**src/rtl/gpio_irq_pkg.sv**
```systemverilog
package gpio_irq_pkg;

  // Trigger setting of one pin, gathered from three bit-planes of the port word
  typedef struct packed {
    logic both;   // detect both edges (edge mode only)
    logic edge_s; // 1: edge sensed, 0: level sensed
    logic pol;    // 1: rising/high, 0: falling/low
  } pin_cfg_t;

  // Detection condition for one pin, before type-change suppression
  function automatic logic raw_event(input pin_cfg_t c, input logic cur, input logic prev);
    logic r;
    if (c.edge_s) begin
      if (c.both)     r = cur ^ prev;
      else if (c.pol) r = cur & ~prev;
      else            r = ~cur & prev;
    end else begin
      r = (cur == c.pol);
    end
    return r;
  endfunction

endpackage

```
**src/rtl/gpio_pin_det.sv**
```systemverilog
module gpio_pin_det
  import gpio_irq_pkg::*;
(
  input  logic     clk,
  input  logic     rst,
  input  logic     lvl,
  input  pin_cfg_t cfg,
  input  logic     clr,
  output logic     sts
);

  logic     prev_q;
  pin_cfg_t cfg_q;
  logic     sts_q;
  logic     cfg_chg;
  logic     ev_raw;
  logic     ev;

  always_comb begin
    cfg_chg = (cfg != cfg_q);
    ev_raw  = raw_event(cfg, lvl, prev_q);
    // an edge-sensed pin whose setting just moved reports nothing this cycle
    ev      = ev_raw & ~(cfg.edge_s & cfg_chg);
  end

  always_ff @(posedge clk) begin
    if (rst) begin
      prev_q <= 1'b0;
      cfg_q  <= '0;
      sts_q  <= 1'b0;
    end else begin
      prev_q <= lvl;
      cfg_q  <= cfg;
      sts_q  <= ev | (sts_q & ~clr);
    end
  end

  assign sts = sts_q;

  p_rise_r1: assert property (@(posedge clk) disable iff (rst)
    (cfg.edge_s && !cfg.both && cfg.pol && !cfg_chg && lvl && !prev_q) |=> sts_q);

  p_fall_r2: assert property (@(posedge clk) disable iff (rst)
    (cfg.edge_s && !cfg.both && !cfg.pol && !cfg_chg && !lvl && prev_q) |=> sts_q);

  p_both_r3: assert property (@(posedge clk) disable iff (rst)
    (cfg.edge_s && cfg.both && !cfg_chg && (lvl != prev_q)) |=> sts_q);

  p_level_hold_r4: assert property (@(posedge clk) disable iff (rst)
    (!cfg.edge_s && (lvl == cfg.pol)) |=> sts_q);

  p_clear_r5: assert property (@(posedge clk) disable iff (rst)
    (clr && !ev) |=> !sts_q);

  p_keep_r5: assert property (@(posedge clk) disable iff (rst)
    (!clr && sts_q) |=> sts_q);

  p_cfg_quiet_r8: assert property (@(posedge clk) disable iff (rst)
    (cfg_chg && cfg.edge_s && !sts_q) |=> !sts_q);

endmodule

```
**src/rtl/gpio_port_det.sv**
```systemverilog
module gpio_port_det
  import gpio_irq_pkg::*;
#(
  parameter int PINS = 8
) (
  input  logic              clk,
  input  logic              rst,
  input  logic [PINS-1:0]   lvl,
  input  logic [3*PINS-1:0] typ,
  input  logic [PINS-1:0]   en,
  input  logic [PINS-1:0]   clr,
  output logic [PINS-1:0]   sts,
  output logic              req
);

  for (genvar i = 0; i < PINS; i++) begin : g_pin
    pin_cfg_t c;
    assign c.pol    = typ[i];
    assign c.edge_s = typ[PINS + i];
    assign c.both   = typ[2*PINS + i];

    gpio_pin_det u_pin (
      .clk (clk),
      .rst (rst),
      .lvl (lvl[i]),
      .cfg (c),
      .clr (clr[i]),
      .sts (sts[i])
    );
  end

  assign req = |(sts & en);

endmodule

```
**src/rtl/gpio_bank_irq.sv**
```systemverilog
module gpio_bank_irq #(
  parameter int PORTS = 4,
  parameter int PINS  = 8
) (
  input  logic                      clk,
  input  logic                      rst,
  input  logic [PORTS*PINS-1:0]     pin_lvl,
  input  logic [PORTS*3*PINS-1:0]   trig_cfg,
  input  logic [PORTS*PINS-1:0]     irq_en,
  input  logic [PORTS*PINS-1:0]     sts_clr,
  output logic [PORTS*PINS-1:0]     sts,
  output logic                      irq
);

  localparam int NB = PORTS * PINS;
  localparam int TW = 3 * PINS;

  logic [PORTS-1:0] port_req;
  logic             irq_q;

  for (genvar k = 0; k < PORTS; k++) begin : g_port
    gpio_port_det #(.PINS(PINS)) u_port (
      .clk (clk),
      .rst (rst),
      .lvl (pin_lvl[k*PINS +: PINS]),
      .typ (trig_cfg[k*TW +: TW]),
      .en  (irq_en[k*PINS +: PINS]),
      .clr (sts_clr[k*PINS +: PINS]),
      .sts (sts[k*PINS +: PINS]),
      .req (port_req[k])
    );
  end

  always_ff @(posedge clk) begin
    if (rst) irq_q <= 1'b0;
    else     irq_q <= |port_req;
  end

  assign irq = irq_q;

  p_irq_set_r7: assert property (@(posedge clk) disable iff (rst)
    (|(sts & irq_en)) |=> irq);

  p_irq_idle_r7: assert property (@(posedge clk) disable iff (rst)
    !(|(sts & irq_en)) |=> !irq);

  p_reset_r9: assert property (@(posedge clk)
    rst |=> (sts == {NB{1'b0}} && !irq));

endmodule

```
**config.mk**
```make
export PLATFORM = sky130hd
export DESIGN_NAME = gpio_bank_irq
export DESIGN_NICKNAME = d
export VERILOG_FILES = /design/src/rtl/gpio_irq_pkg.sv /design/src/rtl/gpio_pin_det.sv /design/src/rtl/gpio_port_det.sv /design/src/rtl/gpio_bank_irq.sv
export SDC_FILE = /design/constraint.sdc
export NUM_CORES = 1
export LEC_CHECK = 0
export ABC_AREA = 1
export ABC_CLOCK_PERIOD_IN_PS = 2900
export BUFFER_PORTS_ARGS = -buffer_cell sky130_fd_sc_hd__buf_2
export CAP_MARGIN = 20
export CORE_MARGIN = 2
export CORE_UTILIZATION = 57
export DETAILED_ROUTE_END_ITERATION = 10
export GPL_TIMING_DRIVEN = 0
export HOLD_SLACK_MARGIN = 0.05
export PLACE_DENSITY = 0.86
export SYNTH_ARGS = -nofsm -noshare
export SYNTH_HDL_FRONTEND = slang
export SYNTH_SLANG_ARGS = --single-unit
```
**constraint.sdc**
```tcl
create_clock -name clk -period 2.9 [get_ports clk]
set_input_delay 0.435 -clock clk [delete_from_list [all_inputs] [get_ports clk]]
set_output_delay 0.435 -clock clk [all_outputs]
set_load 0.02 [all_outputs]
```
# Word level (Yosys, flattened, before mapping)
# Index checks and enable logic that the tools add are counted.
[totals]
out_inout_bits = 33
elab_cells = 678
regBits = 161
in_bits = 194
[op_classes]
n_eq_ne = 64
mux = 96
reduce_logical = 1
n_bitwise = 356
[op_table]
columns = ["op", "count"]
rows = [
  ["$and A1 B1 Y1", 160],
  ["$not A1 Y1", 128],
  ["$mux W1", 96],
  ["$ne A3 B3 Y1", 32],
  ["$and A8 B8 Y8", 4],
  ["$eq A1 B1 Y1", 32],
  ["$or A1 B1 Y1", 32],
  ["$reduce_or A32 Y1", 1],
  ["$xor A1 B1 Y1", 32],
]

# Logic depth before layout (Yosys ltp)
[depth]
word_depth = 7
ltp_mapped = 7
ltp_nobuf = 7

# Hierarchy
# From an unflattened synthesis, not the netlist that was laid out.
[hier_totals]
hier_cells = 1216
area_unflattened_um2 = 8215.4
[modules_own_cells]
columns = ["module", "area_per_inst_um2", "seq_area_each_um2", "n_inst", "cells_each"]
rows = [
  ["gpio_pin_det (g_port[0].u_port.g_pin[6].u_pin ...)", 247.7, 100.1, 24, 36],
  ["gpio_pin_det (g_port[0].u_port.g_pin[0].u_pin ...)", 251.5, 100.1, 8, 36],
  ["gpio_port_det", 56.3, 0.0, 4, 15],
  ["gpio_bank_irq", 32.5, 20.0, 1, 4],
]

# Worst setup path before layout
# OpenSTA, ideal clock, no wires.
[synth_timing]
kind = "in2reg"
startpoint = "input port pin_lvl[24]"
endpoint = "register g_port[3].u_port.g_pin[0].u_pin.sts_q"
required_time_ns = 2.830
t_arrival_ns = 1.102
stages = 7
setup_time_ns = 0.070
path_buffers = 0
path_slack_ns = 1.728
path_cell_list = "inv_1 -> ha_1 -> inv_1 -> a21oi_1 -> nor2_1 -> nand3_1 -> a21oi_1"
[synth_between]
elab_chain_cells = 7
elab_cells_between_ends = 10
classes_between = "1 x eq/ne; 3 x mux; 6 x bitwise"
[synth_lines]
columns = ["item", "line", "text"]
rows = [
  ["start, declared", "gpio_bank_irq.sv:7", "input logic [PORTS*PINS-1:0] pin_lvl,"],
  ["$not A1 Y1", "gpio_irq_pkg.sv:16", "else r = ~cur & prev;"],
  ["$and A1 B1 Y1", "gpio_irq_pkg.sv:16", ""],
  ["$mux W1", "gpio_irq_pkg.sv:15", "else if (c.pol) r = cur & ~prev;"],
  ["$mux W1", "gpio_irq_pkg.sv:14", "if (c.both) r = cur ^ prev;"],
  ["$mux W1 *", "gpio_irq_pkg.sv:13", "if (c.edge_s) begin"],
  ["$and A1 B1 Y1 *", "gpio_pin_det.sv:23", "ev = ev_raw & ~(cfg.edge_s & cfg_chg);"],
  ["$or A1 B1 Y1 *", "gpio_pin_det.sv:34", "sts_q <= ev | (sts_q & ~clr);"],
  ["end signal, assigned", "gpio_pin_det.sv:34", ""],
  ["end, declared", "gpio_pin_det.sv:14", "logic sts_q;"],
]
# Mark *: on every way between the ends. The rest lies on a longest branch, timed or not.
# A chain may end at the register's enable or synchronous reset.

# Final worst setup path
[layout_timing]
startpoint = "register g_port[2].u_port.g_pin[7].u_pin.sts_q"
endpoint = "output port sts[23]"
[layout_rtl]
columns = ["item", "line", "text"]
rows = [
  ["start, declared", "gpio_pin_det.sv:14", ""],
  ["start signal, assigned", "gpio_pin_det.sv:34", ""],
  ["end, declared", "gpio_bank_irq.sv:11", "output logic [PORTS*PINS-1:0] sts,"],
]
# No word-level cell between the ends.

==> summary.md <==
| Metric | Value |
|---|---|
| Status | complete, no violations |
| Dpl cells | 1575 |
| Final cell count without fillers | 1609 |
| Row cnt | 43 |
| Clk sinks | 161 |
| Synthesis-to-finish area growth | 23.6% |
| Initial Util | 58.6% |
| Number of port buffers | 225 |
| Nets | 1672 |
| Total gr overflow | 0 |
| Final setup viols | 0 |
| Die Area | 15200 um^2 |
| Endpoint class of the critical path | output port |
| Syn. warnings | 0 |
| Hold buffers post-CTS | 0 |
| Sequential fraction of the synthesis area | 39.6% |
| Max Cap Viol | 0 |
| Post-layout min period | 1.57 ns |
| Worst slew pin tran | 0.307 ns |
| Reg2reg path depth | 6 |
| Synth Cell Area | 8130 um^2 |
| Post-CTS Setup Repair Bufs | 0 |
| HPWL Detailed | 14.6 mm |
| Hold Path Cell Cnt | 3 |
| Leakage | 5.61 nW |
| CTS resizes | 0 |
| Startpoint types | flop |
| CTS Root Cell | clkbuf_16 |
| RSZ-0062 raised after global routing | false |
| Initial antenna violation count | 1 |
| Routed len/inst | 11.6 um |
| Tot GR Track Use | 24.6% |
| Largest net degree at the start of global routing | 17 |
| FMAX | 637 MHz |
| CTS tree | done |
| Worst-skew pair later-pin latency | 0.42 ns |
| Die Y | 123 um |
| Vias in the first global route | 7179 |
| Yosys reg bits | 161 |
| Placeable core area | 13900 um^2 |
| Die Wd | 123 um |
| Area share of the largest cell type after synthesis | 39.6% |
| Post-synth net total | 1428 |
| Routed wire length | 18.6 mm |
| First-pass GRT wire length | 29.8 mm |
| Crit path max fanout | 3 |
| Hold Vio Cnt, Final | 0 |
| Routability congestion estimate | 0.874 |
| Final Cycle Share | 54.1% |
| Commonest non-fill, non-tap cell in the layout | inv_1 |
| DR iter-0 viols | 350 |
| Hold/Removal Path Class | in2reg |
| Vias per cell | 4.75 |
| Final ANT Viol Nets | 0 |
| Largest area contributor in the netlist | dfxtp_1 |
| Residual DRC | 0 |
| Fraction of layout instances using a drive strength above 1 | 22.0% |
| Worst Path Arrival | 1.13 ns |
| PwrDens | 526 nW/um^2 |
| Setup CP Type | reg2out |
| Final Max Tran Viols | 0 |
| Cells after Synth | 1170 |
| Pre-antenna DRT Iters | 5 |
| Synth area leaders | dfxtp_1 40%, inv_1 12%, nor2_1 10% |
| CTS buffer count | 17 |
| Clock transition at the registers of the reported paths | 0.06 ns |
| H-tree depth | 4 |
| Syn_area_per_cell | 6.95 um^2 |
| Synth cell types | 12 |
| Clock buffer depth | 2 |
| I/O pin total | 227 |
| Rel. slew slack | 79.6% |
| Most frequent cells in the layout | 256 x inv_1, 232 x buf_2, 224 x nor2_1 |
| Data required time of the worst path | 2.47 ns |
| TNS Setup | 0 ns |
| DR vias | 7641 |
| Max IR drop VDD | 0.368 mV |
| Fin Clk Skew | 0.00674 ns |
[sequential cells by signal, indices dropped and copies added, names as in the netlist]
name                              flops
g_port.u_port.g_pin.u_pin.cfg_q      96
g_port.u_port.g_pin.u_pin.prev_q     32
g_port.u_port.g_pin.u_pin.sts        32
irq                                   1
[synthesized netlist by cell type]
cell type and number:
nand2_1 148, o21ai_0 128, nand3_1 64, buf_4 32, nor2_1 224, a21oi_1 65, buf_6 11, nor2_2 10
inv_1 256, ha_1 64, buf_2 7, dfxtp_1 161
[final timing paths]
path | slack [ns] | startpoint | endpoint
setup / recovery | 1.33 | g_port[2].u_port.g_pin[7].u_pin.sts | sts[23]
hold / removal | 0.24 | trig_cfg[84] | g_port[3].u_port.g_pin[4].u_pin.cfg_q[1]
setup reg to reg | 1.79 | g_port[2].u_port.g_pin[1].u_pin.prev_q | g_port[2].u_port.g_pin[1].u_pin.sts
hold reg to reg | 0.55 | g_port[3].u_port.g_pin[1].u_pin.cfg_q[1] | g_port[3].u_port.g_pin[1].u_pin.sts
[power breakdown]
part	total (mW)	internal [mW]	switching, mW
Sequential	2.41	2.34	0.0679
Clock	2.11	1.25	0.862
Combinational	0.770	0.336	0.434
Total	5.29	3.92	1.36
[critical path: stages (launching register included)]
cell and delay (ns):
dfxtp_1 0.43, buf_4 0.14, buf_2 0.15
[cell families (layout without fill, tap and decap cells)]
kind of cell / count (synthesis) / count (layout) / synth area share, %
AOI/OAI and AO/OA: 193 / 193 / 11.9
adders and majority gates: 64 / 64 / 9.85
buffers and inverters: 306 / 563 / 16.7
DFF: 161 / 161 / 39.6
other: 0 / 2 / 0
and+or+nand+nor: 446 / 446 / 21.9
[area by class of cell]
type | instances | area, um^2
diodes | 2 | 5.00
plain buffers | 50 | 399
clock buffers | 23 | 478
clock inverters | 9 | 82.6
fillers | 1127 | 3830
inverters | 256 | 961
multi-input cells | 703 | 3550
flip-flops and latches | 161 | 3220
well taps | 180 | 225
repair buffers | 225 | 1130
[metal layers]
metal  track usage [%]  routed length (um)  vias up
li1                  -                   -     4012
met1              27.4                7880     3379
met2              44.6                9080      211
met3              5.95                1210       39
met4              9.73                 454        0
met5                 0                   0        -
[metrics by stage]
stage	cell area [um^2]	setup WS [ns]	hold slack [ns]	total power, mW	util, %
2_1_floorplan	8130	1.73	0.526	2.91	-
3_3_place_gp	9480	1.52	0.541	3.19	68.3
3_5_place_dp	9480	1.48	0.542	3.22	68.3
4_1_cts	10000	1.30	0.226	5.34	72.3
5_1_grt	10000	1.29	0.253	5.54	72.3
6_report	10000	1.33	0.245	5.29	72.4
Power figures use the tool's default switching activity.
